==> src/rtl/dds_pkg.sv <==
package dds_pkg;
  localparam int unsigned BUS_W    = 8;
  localparam int unsigned CTRL_W   = 8;
  localparam int unsigned TW_W     = 32;
  localparam int unsigned MULT_BIT = 0;
  localparam int unsigned WORD_W   = CTRL_W + TW_W;
  localparam int unsigned NBYTES   = WORD_W / BUS_W;

  typedef struct packed {
    logic [CTRL_W-1:0] ctrl;
    logic [TW_W-1:0]   tw;
  } cfg_word_t;
endpackage

==> src/rtl/dds_edge_sync.sv <==
module dds_edge_sync #(
  parameter int unsigned STAGES = 2
) (
  input  logic clk_i,
  input  logic rst_ni,
  input  logic async_i,
  output logic rise_o
);
  // chain[STAGES-1] is the synchronized level, chain[STAGES] its previous value
  logic [STAGES:0] chain_q;

  always_ff @(posedge clk_i or negedge rst_ni) begin
    if (!rst_ni) chain_q <= '0;
    else         chain_q <= {chain_q[STAGES-1:0], async_i};
  end

  assign rise_o = chain_q[STAGES-1] & ~chain_q[STAGES];

  assert_single_pulse_R10: assert property (@(posedge clk_i) disable iff (!rst_ni)
    rise_o |=> !rise_o);
endmodule

==> src/rtl/dds_word_loader.sv <==
module dds_word_loader #(
  parameter int unsigned BUS_W  = 8,
  parameter int unsigned NBYTES = 5
) (
  input  logic                      clk_i,
  input  logic                      rst_ni,
  input  logic                      byte_i,
  input  logic [BUS_W-1:0]          data_i,
  input  logic                      commit_i,
  output logic [NBYTES*BUS_W-1:0]   active_o
);
  localparam int unsigned WORD_W = NBYTES * BUS_W;
  localparam int unsigned CNT_W  = (NBYTES > 1) ? $clog2(NBYTES) : 1;
  localparam logic [CNT_W-1:0] LAST = CNT_W'(NBYTES - 1);

  logic [CNT_W-1:0]  cnt_q;
  logic [WORD_W-1:0] shadow_q, shadow_nxt, active_q;

  // lane 0 (control) sits at the top of the word
  always_comb begin
    shadow_nxt = shadow_q;
    for (int i = 0; i < NBYTES; i++) begin
      if (byte_i && cnt_q == CNT_W'(i))
        shadow_nxt[(NBYTES-1-i)*BUS_W +: BUS_W] = data_i;
    end
  end

  always_ff @(posedge clk_i or negedge rst_ni) begin
    if (!rst_ni) begin
      cnt_q    <= '0;
      shadow_q <= '0;
      active_q <= '0;
    end else begin
      shadow_q <= shadow_nxt;
      if (commit_i) begin
        cnt_q    <= '0;
        active_q <= shadow_nxt;  // coincident byte is included
      end else if (byte_i) begin
        cnt_q <= (cnt_q == LAST) ? '0 : cnt_q + 1'b1;
      end
    end
  end

  assign active_o = active_q;

  assert_cnt_range_R8: assert property (@(posedge clk_i) disable iff (!rst_ni)
    cnt_q <= LAST);
  assert_commit_restart_R7: assert property (@(posedge clk_i) disable iff (!rst_ni)
    commit_i |=> cnt_q == '0);
  assert_shadow_hold_R2: assert property (@(posedge clk_i) disable iff (!rst_ni)
    !byte_i |=> $stable(shadow_q));
  assert_active_hold_R3: assert property (@(posedge clk_i) disable iff (!rst_ni)
    !commit_i |=> $stable(active_q));
endmodule

==> src/rtl/dds_phase_acc.sv <==
module dds_phase_acc #(
  parameter int unsigned PW = 32
) (
  input  logic          clk_i,
  input  logic          rst_ni,
  input  logic [PW-1:0] step_i,
  output logic [PW-1:0] phase_o
);
  logic [PW-1:0] phase_q;

  always_ff @(posedge clk_i or negedge rst_ni) begin
    if (!rst_ni) phase_q <= '0;
    else         phase_q <= phase_q + step_i;  // wraps mod 2^PW
  end

  assign phase_o = phase_q;

  assert_zero_step_R5: assert property (@(posedge clk_i) disable iff (!rst_ni)
    step_i == '0 |=> $stable(phase_q));
endmodule

==> src/rtl/dds_tuning_core.sv <==
module dds_tuning_core
  import dds_pkg::*;
#(
  parameter int unsigned SYNC_STAGES = 2
) (
  input  logic             clk_i,
  input  logic             rst_ni,
  input  logic             byte_strobe_i,
  input  logic             commit_i,
  input  logic [BUS_W-1:0] data_i,
  output logic [TW_W-1:0]  phase_o,
  output logic             square_o,
  output logic             mult_en_o
);
  logic        byte_rise, commit_rise;
  logic [WORD_W-1:0] active_bits;
  cfg_word_t   active;

  dds_edge_sync #(.STAGES(SYNC_STAGES)) i_sync_byte (
    .clk_i(clk_i), .rst_ni(rst_ni), .async_i(byte_strobe_i), .rise_o(byte_rise));

  dds_edge_sync #(.STAGES(SYNC_STAGES)) i_sync_commit (
    .clk_i(clk_i), .rst_ni(rst_ni), .async_i(commit_i), .rise_o(commit_rise));

  dds_word_loader #(.BUS_W(BUS_W), .NBYTES(NBYTES)) i_loader (
    .clk_i(clk_i), .rst_ni(rst_ni), .byte_i(byte_rise), .data_i(data_i),
    .commit_i(commit_rise), .active_o(active_bits));

  assign active = cfg_word_t'(active_bits);

  dds_phase_acc #(.PW(TW_W)) i_acc (
    .clk_i(clk_i), .rst_ni(rst_ni), .step_i(active.tw), .phase_o(phase_o));

  assign square_o  = phase_o[TW_W-1];
  assign mult_en_o = active.ctrl[MULT_BIT];

  assert_mult_hold_R4: assert property (@(posedge clk_i) disable iff (!rst_ni)
    !commit_rise |=> $stable(mult_en_o));
  assert_commit_gap_R9: assert property (@(posedge clk_i) disable iff (!rst_ni)
    commit_rise |=> !commit_rise);
endmodule

==> config.mk <==
export PLATFORM = sky130hd
export DESIGN_NAME = dds_tuning_core
export DESIGN_NICKNAME = d
export VERILOG_FILES = /design/src/rtl/dds_pkg.sv /design/src/rtl/dds_edge_sync.sv /design/src/rtl/dds_word_loader.sv /design/src/rtl/dds_phase_acc.sv /design/src/rtl/dds_tuning_core.sv
export SDC_FILE = /design/constraint.sdc
export NUM_CORES = 1
export LEC_CHECK = 0
export CAP_MARGIN = 20
export CORE_UTILIZATION = 45
export CTS_BUF_LIST = sky130_fd_sc_hd__clkbuf_8 sky130_fd_sc_hd__clkbuf_16
export DETAILED_ROUTE_END_ITERATION = 10
export DONT_BUFFER_PORTS = 1
export GPL_ROUTABILITY_DRIVEN = 0
export PLACE_DENSITY_LB_ADDON = 0.05
export SLEW_MARGIN = 30
export SYNTH_ARGS = -nofsm -noshare
export SYNTH_HDL_FRONTEND = slang
export SYNTH_SLANG_ARGS = --single-unit
==> constraint.sdc <==
create_clock -name clk_i -period 2.4 [get_ports clk_i]
set_input_delay 0 -clock clk_i [delete_from_list [all_inputs] [get_ports clk_i]]
set_output_delay 0 -clock clk_i [all_outputs]
set_load 0.02 [all_outputs]
==> out/results.tsv, run 1 <==
stage	metric	value	unit
routing	highest_layer	met4	
setup_path	r2r-end	i_acc.phase_o[26]	
setup_path	crit_chain	ha_4 -> fa_2 -> a21o_1 -> a31oi_4 -> o211a_4 -> a2111oi_4 -> or4_1 -> and4_1	
floorplanning	coreArea	12200	sq um
outcome	failed_checks	negative hold slack	
clocking	cts.sinks	107	
setup_path	reg2reg_depth	8	
run	drv_cap	0	
setup_path	cp_max_fo	4	
layout	syn_to_final_growth	17.0	%
routing	drc	0	
placement	dp.final_hpwl	9700	microns
layout	design_area	6680	sq um
global_routing	grt_max_degree	108	
timing	clock.fmax	422	MHz
layout	fin_util	0.549	
layout	finalNonFillerCells	792	
logic_synthesis	ys_ff_latch	107	
timing	rsz0062_at_grt	yes	
layout	drive_gt1_frac	0.213	
timing	tns	0	ps
routing	wl	13600	microns
timing	fin_crit	2370	ps
logic_synthesis	synth_top_area_cell	dfrtp_1	
floorplanning	fp.dieH	115	microns
setup_path	r2r_start	i_acc.phase_o[0]	
global_routing	antenna_found_initial	0	
floorplanning	ioPinCount	46	
timing	min_period_over_period	0.988	
layout	fin_nets	668	
floorplanning	design.die.area	13100	sq um
global_routing	grt_usage	0.226	
power	p_per_area	1510	nW/um^2
logic_synthesis	synthCells	568	
clocking	cts_tree	built	
setup_path	start_kind	register	
routing	wirelength_met1	6650	microns
placement	port_buffers	0	
routing	vias	4316	
routing	wl_met2	6070	microns
routing	postRouteAntennaNets	0	
routing	wl_per_cell	17.2	microns
placement	place_area	6220	sq um
timing	setup_viol	0	
logic_synthesis	syn_nets	617	
timing	worst_pin_slew	461	ps
global_routing	grt_pass1_vias	4240	
routing	dr.pass1.iters	4	
timing	max_slew_margin	0.693	
logic_synthesis	yosysUniqueCellTypes	65	
clocking	htree_num_levels	3	
routing	routed_via_density	5.45	
layout	antenna_cells	0	
clocking	root_buffer	clkbuf_16	
global_routing	grt_first_pass_wirelength	22500	microns
layout	layout_common_cells	nand2_1 (123), dfrtp_1 (106), buf_4 (58)	
timing	hold_viol_final	107	
logic_synthesis	async_flop_share	1.00	
timing	maxSlewViolCount	0	
floorplanning	fp-row-count	40	
routing	route.met3.wl	562	microns
floorplanning	die_x	115	microns
setup_path	critPathArrivalTime	2620	ps
floorplanning	initial_core_util	0.469	
logic_synthesis	yosys-top-cells-area	dfrtp_1 (47%), nand2_1 (8.1%), ha_1 (7.9%), mux2_2 (6.5%), a21oi_1 (3.3%)	
logic_synthesis	avgSynthCellArea	10.0	sq um
logic_synthesis	netlist.area_leader.share	0.469	
setup_path	cp_slowest_cell	or4_1	
logic_synthesis	ys_warn_count	0	
power	ir_worst_vdd	0.810	mV
outcome	status	complete, but fails checks	
setup_path	cpPeakStageDelay	480	ps
setup_path	critPathRequiredTime	2650	ps
placement	dpl.cell_count	764	
global_routing	grt_overflow_total	0	
power	p_leak	3.12	nW
timing	hold_ws	-664	ps
timing	fin_skew	8.60	ps
logic_synthesis	ys_seq_area_frac	0.469	
logic_synthesis	synth-main-ff-cell	dfrtp_1	
clocking	hold_buffers	10	
setup_path	critical_path_class	reg -> reg	
clocking	worstSkewPairLatency	360	ps
routing	drtIter0Drc	259	
logic_synthesis	synth_edf_count	0	
clocking	clockBufferDepth	2	
setup_path	end_kind	register	
layout	final_common_cell	nand2_1	
clocking	clk_pin_slew	80	ps
setup_path	r2r_setup_slack	30	ps
logic_synthesis	syn_area	5710	sq um
worst_hold_path	hold_class	in -> async	
clocking	cts_buffers	9	
## power by group
part / switching, mW / internal (mW) / leakage (nW)
Sequential: 0.489 / 2.49 / 1.30
Clock: 0.710 / 0.743 / 0.144
Combinational: 3.11 / 2.52 / 1.69
## Yosys cell counts (all sizes together), types with 3 or more instances
cell type / number
or3: 4
a211oi: 3
a21oi: 38
inv: 14
a2111oi: 3
buf: 11
a31oi: 8
mux2: 33
nor2b: 3
nor3: 9
dfrtp: 107
a21boi: 4
a21o: 7
clkbuf: 17
nor2: 15
nand2: 123
ha: 36
o211ai: 6
and3: 10
xor2: 10
nand4: 5
and2: 5
o21ai: 20
nand3: 22
nand2b: 5
xnor2: 15
## kinds of logic after synthesis
family / count (synthesis) / synth area share
compound gates: 115 / 0.148
xor+xnor: 25 / 0.0384
fa+ha+maj: 37 / 0.0824
buf+inv: 42 / 0.0320
flops: 107 / 0.469
mux: 35 / 0.0686
simple gates: 207 / 0.161
## state kept, by name, summed over array words and instances (netlist names)
name	count
i_loader.active_o	33
i_loader.shadow_q	33
i_acc.phase_o	32
i_loader.cnt_q	3
i_sync_byte.chain_q	3
i_sync_commit.chain_q	3
## worst max path at each step
stage,end,slack [ps],cells past startpoint,start
2_1_floorplan,i_acc.phase_o[26],30,8,i_acc.phase_o[0]
3_3_place_gp,i_acc.phase_o[26],-5,8,i_acc.phase_o[0]
3_5_place_dp,i_acc.phase_o[26],-30,8,i_acc.phase_o[0]
4_1_cts,i_acc.phase_o[26],1,8,i_acc.phase_o[0]
5_1_grt,i_acc.phase_o[26],-40,8,i_acc.phase_o[0]
6_report,i_acc.phase_o[26],30,8,i_acc.phase_o[0]
## final cells by class
type / count / area (sq um)
flip-flops and latches: 107 / 2680
clock inverters: 6 / 45.0
well taps: 168 / 210
inverters: 14 / 52.6
clock buffers: 10 / 239
fillers: 1098 / 5490
multi-input cells: 419 / 2910
repair buffers: 68 / 536
## repair_timing
item                                    CTS  global route
pin swaps                                 2             5
endpoints found under the hold margin   175           107
endpoints found under the setup margin    3             7
gates resized for setup                   1            12
buffers inserted                          0             2
cloned                                    0             0
## per-layer routing
| metal | GRT usage | vias to the layer above |
|---|---|---|
| li1 | - | 2097 |
| met1 | 0.333 | 2099 |
| met2 | 0.338 | 101 |
| met3 | 0.0286 | 19 |
| met4 | 0.0857 | 0 |
| met5 | 0 | - |
## worst max-delay path, delay by kind of cell, from the launching register on
kind | cells | cell delay (ps)
fa+ha+maj | 2 | 500
compound gates | 4 | 680
flops | 1 | 430
simple gates | 2 | 640
## through the flow
stage / power (mW) / setup slack, ps
floorplan: 6.72 / 28.2
finish: 10.1 / 28.6
detailed placement: 8.41 / -32.0
CTS: 9.97 / 1.50
global placement: 8.36 / -4.62
global route: 10.8 / -35.1
Note: power is estimated with default switching activity, not from simulation.
==> inputs of run 2 (changes only) <==
Settings changed: SYNTH_HIERARCHICAL set to 1.
==> out/results.tsv, run 2 <==
stage	metric	value	unit
routing	drc	0	
global_routing	grtUsageMet1	0.308	
global_routing	grt_first_pass_wirelength	20700	microns
power	switchingPower	4.95	mW
placement	port_buffers	0	
logic_synthesis	ys_warn_count	6	
run	drv_cap	0	
floorplanning	initial_core_util	0.460	
setup_path	end_kind	register	
layout	fin_nets	651	
routing	wl_per_cell	17.1	microns
power	clockPowerShare	0.133	
global_routing	met3_usage	0.0421	
power	p_comb_frac	0.599	
global_routing	grt_overflow_total	0	
routing	wl	12900	microns
global_routing	antenna_found_initial	0	
power	power.internal	6.81	mW
clocking	cts_buffers	9	
placement	dp.final_hpwl	9010	microns
setup_path	r2r-end	i_acc/phase_o[26]	
floorplanning	fp-row-count	40	
setup_path	start_kind	register	
floorplanning	die_x	113	microns
setup_path	r2r_start	i_acc/phase_o[1]	
timing	clock.fmax	422	MHz
clocking	clockBufferDepth	2	
clocking	clk_pin_slew	80	ps
clocking	hold_buffers	10	
timing	fin_skew	7.27	ps
layout	finalNonFillerCells	754	
power	p_per_area	1740	nW/um^2
logic_synthesis	syn_nets	580	
power	p_leak	3.07	nW
setup_path	r2r_setup_slack	30	ps
routing	postRouteAntennaNets	0	
floorplanning	ioPinCount	46	
outcome	failed_checks	negative hold slack	
power	ir_worst_vdd	0.828	mV
routing	routed_via_density	5.48	
layout	layout_common_cells	dfrtp_1 (107), nand2_1 (95), buf_4 (75)	
timing	setup_viol	0	
global_routing	grtUsageMet2	0.320	
timing	fin_crit	2370	ps
floorplanning	coreArea	12000	sq um
floorplanning	fp.dieH	113	microns
placement	place_area	6060	sq um
worst_hold_path	hold_class	in -> async	
timing	hold_ws	-673	ps
global_routing	grt_busiest_layer	met2	
layout	antenna_cells	0	
timing	maxSlewViolCount	0	
global_routing	grt_pass1_vias	4012	
floorplanning	design.die.area	12700	sq um
global_routing	grt_usage	0.215	
setup_path	cp_max_fo	4	
routing	vias	4134	
routing	drtIter0Drc	240	
power	switching_share	0.421	
logic_synthesis	synthCells	531	
layout	design_area	6740	sq um
routing	dr.pass1.iters	4	
outcome	status	complete, but fails checks	
clocking	root_buffer	clkbuf_16	
timing	rsz0062_at_grt	yes	
setup_path	critPathArrivalTime	2610	ps
clocking	htree_num_levels	3	
layout	syn_to_final_growth	22.5	%
clocking	worstSkewPairLatency	360	ps
timing	min_period_over_period	0.987	
timing	worst_pin_slew	547	ps
logic_synthesis	avgSynthCellArea	10.4	sq um
layout	drive_gt1_frac	0.236	
clocking	cts.sinks	107	
power	power	11.8	mW
setup_path	reg2reg_depth	9	
timing	hold_viol_final	107	
timing	worst_slack	31.4	ps
logic_synthesis	syn_area	5510	sq um
layout	fin_util	0.564	
placement	dpl.cell_count	718	
layout	final_common_cell	dfrtp_1	
timing	max_slew_margin	0.635	
setup_path	critPathRequiredTime	2640	ps
placement	pre_cts_slack	-64.7	ps
setup_path	critical_path_class	reg -> reg	
clocking	cts_tree	built	
global_routing	grt_max_degree	108	
power	p_seq_frac	0.269	
[run 2: changes by cell type in the layout (fill, tap and decap cells not counted), moves of 10 or more]
cell and delta:
nand2_1 -28, a21o_1 +12, buf_4 +17, mux2_4 +16, a21oi_1 -12, nand3_1 -10, mux2_2 -33, o21ai_0 -12
nor2_1 +24, a31oi_1 +24
[run 2: routing by layer]
layer | wire [microns] | up-vias
met5 | 0 | -
met1 | 6330 | 2008
met2 | 5840 | 75
met3 | 361 | 23
li1 | - | 2028
met4 | 356 | 0
[run 2: cell type report]
cell class                      instances  area [sq um]
Multi-Input combinational cell        390          2880
Fill cell                            1028          5220
Inverter                                9          33.8
Timing Repair Buffer                   85           663
Tap cell                              147           184
Clock buffer                            9           225
Sequential cell                       107          2680
Clock inverter                          7          85.1
[run 2: critical path, stage by stage, from the launching register on]
cell and delay, ps:
dfrtp_1 420, buf_4 160, fa_1 430, a21o_1 210
a31o_4 240, nand2_1 110, o221ai_4 150, a311oi_2 260
o21bai_1 110, xor2_1 150
[run 2: metrics by stage]
| stage | setup TNS, ps | hold WS (ps) |
|---|---|---|
| 3_5_place_dp | -92.7 | -291 |
| 6_report | 0 | -673 |
| 4_1_cts | 0 | -685 |
| 3_3_place_gp | -52.6 | -292 |
| 2_1_floorplan | 0 | -296 |
| 5_1_grt | -173 | -691 |
[run 2: power groups by stage]
stage               logic, mW  registers [mW]  clock network (mW)
floorplan                4.08            3.31                   0
global placement         6.20            3.14                   0
detailed placement       6.28            3.16                   0
CTS                      6.38            3.12                1.60
global route             7.74            3.24                1.67
finish                   7.04            3.16                1.56
[run 2: worst max-delay path by stage]
| stage | startpoint | to | slack (ps) | depth (start not counted) |
|---|---|---|---|---|
| 2_1_floorplan | i_acc/phase_o[10] | i_acc/phase_o[31] | 20 | 8 |
| 3_3_place_gp | i_acc/phase_o[0] | i_acc/phase_o[26] | -40 | 9 |
| 3_5_place_dp | i_acc/phase_o[0] | i_acc/phase_o[26] | -60 | 9 |
| 4_1_cts | i_loader/active_o[10] | i_acc/phase_o[31] | 3 | 8 |
| 5_1_grt | i_acc/phase_o[18] | i_acc/phase_o[26] | -120 | 8 |
| 6_report | i_acc/phase_o[1] | i_acc/phase_o[26] | 30 | 9 |
[run 2: repair_timing]
item	in CTS	in global routing
pin swaps	2	13
cloned	0	0
gates resized for setup	1	28
endpoints found under the hold margin	175	107
setup buffers	1	9
setup endpoints to repair	5	10
==> inputs of run 3 (changes only) <==
Clock period 2.4 ns to 2.15 ns, I/O delays scaled along.
==> out/results.tsv, run 3 (synthesized netlist as in run 2, its figures left out) <==
stage	metric	value	unit
outcome	status	complete, but fails checks	
outcome	failed_checks	negative hold slack, negative setup slack	
routing	postRouteAntennaNets	0	
setup_path	r2r_start	i_loader/active_o[9]	
placement	port_buffers	0	
run	drv_cap	0	
setup_path	r2r-end	i_acc/phase_o[31]	
global_routing	grt_overflow_total	0	
floorplanning	fp.dieH	113	microns
floorplanning	fp-row-count	40	
routing	vias	4339	
clocking	htree_num_levels	3	
global_routing	grt_pass1_vias	4363	
power	ir_worst_vdd	0.993	mV
setup_path	critical_path_class	reg -> reg	
routing	wl	13700	microns
clocking	worstSkewPairLatency	340	ps
clocking	cts_tree	built	
timing	rsz0062_at_grt	yes	
setup_path	start_kind	register	
layout	final_common_cell	buf_4	
power	power	14.7	mW
setup_path	critPathArrivalTime	2530	ps
timing	fin_skew	7.82	ps
layout	antenna_cells	0	
timing	hold_viol_final	107	
timing	hold_ws	-654	ps
worst_hold_path	hold_class	in -> async	
layout	syn_to_final_growth	32.8	%
power	p_leak	3.30	nW
timing	clock.fmax	434	MHz
setup_path	cp-startpoint	i_loader/active_o[9]	
routing	routed_via_density	5.46	
clocking	hold_buffers	10	
floorplanning	coreArea	12000	sq um
routing	drc	0	
setup_path	end_kind	register	
timing	setup_viol	10	
routing	drtIter0Drc	264	
clocking	clockBufferDepth	2	
global_routing	antenna_found_initial	0	
setup_path	reg2reg_depth	8	
timing	max_slew_margin	0.690	
setup_path	cp_max_fo	4	
clocking	cts_buffers	9	
placement	dp.final_hpwl	9530	microns
timing	worst_pin_slew	462	ps
setup_path	critPathRequiredTime	2370	ps
clocking	cts.sinks	107	
layout	design_area	7310	sq um
floorplanning	initial_core_util	0.460	
clocking	clk_pin_slew	70	ps
placement	place_area	6540	sq um
setup_path	crit_end	i_acc/phase_o[31]	
setup_path	r2r_setup_slack	-150	ps
clocking	root_buffer	clkbuf_16	
routing	wl_per_cell	17.2	microns
global_routing	grt_first_pass_wirelength	22500	microns
floorplanning	design.die.area	12700	sq um
timing	tns	-719	ps
global_routing	grt_max_degree	108	
global_routing	grt_usage	0.231	
floorplanning	die_x	113	microns
layout	fin_nets	692	
power	p_per_area	2000	nW/um^2
floorplanning	ioPinCount	46	
timing	worst_slack	-155	ps
timing	min_period_over_period	1.07	
layout	layout_common_cells	buf_4 (112), dfrtp_1 (100), nand2_1 (92)	
routing	dr.pass1.iters	4	
timing	fin_crit	2300	ps
timing	maxSlewViolCount	0	
layout	drive_gt1_frac	0.347	
run 3: where the power goes:
group	internal, mW	leakage, nW	total [mW]	switching, mW
clock	0.900	0.141	1.66	0.758
sequential	2.94	1.20	3.56	0.624
combinational	4.79	1.96	9.44	4.65
run 3: metal layers:
layer,part of all wire,vias up,global-route usage
met4,0.027,0,0.100
met3,0.043,27,0.0383
met1,0.46,2106,0.315
li1,-,2107,-
met2,0.46,99,0.365
met5,0,-,0
run 3: worst max-delay path, stage by stage (launching register included):
cell	delay, ps
dfrtp_1	420
ha_4	300
and3_4	180
o211ai_1	80
o21bai_4	190
a22oi_4	260
a31oi_4	110
o311a_1	290
or3_1	350
run 3: layout make-up:
cell class                      instances  area, sq um
Timing Repair Buffer                  126          995
Fill cell                             990         4650
Tap cell                              147          184
Clock inverter                          7         68.8
Clock buffer                            9          225
Sequential cell                       107         2690
Multi-Input combinational cell        390         3120
Inverter                                9         33.8
run 3: worst min-delay path by stage:
stage                     slack [ps]                end  cells after the start
after floorplan                 -300   i_acc/phase_o[0]                      0
after global placement          -290  i_acc/phase_o[12]                      0
after detailed placement        -290  i_acc/phase_o[12]                      0
after CTS                       -670  i_acc/phase_o[29]                      0
after global routing            -680   i_acc/phase_o[8]                      0
final                           -650  i_acc/phase_o[12]                      0
run 3: stage by stage:
step | util | std cells | setup WS (ps)
6_report | 0.611 | 795 | -155
5_1_grt | 0.611 | 795 | -233
4_1_cts | 0.598 | 794 | -168
3_5_place_dp | 0.547 | 759 | -312
3_3_place_gp | 0.547 | 759 | -213
2_1_floorplan | - | 531 | -154
run 3: what timing repair did:
item,4_1_cts,5_1_grt
endpoints found under the setup margin,15,21
resized for setup,26,31
pin swaps,28,18
hold endpoints to repair,175,107
setup buffers,9,3
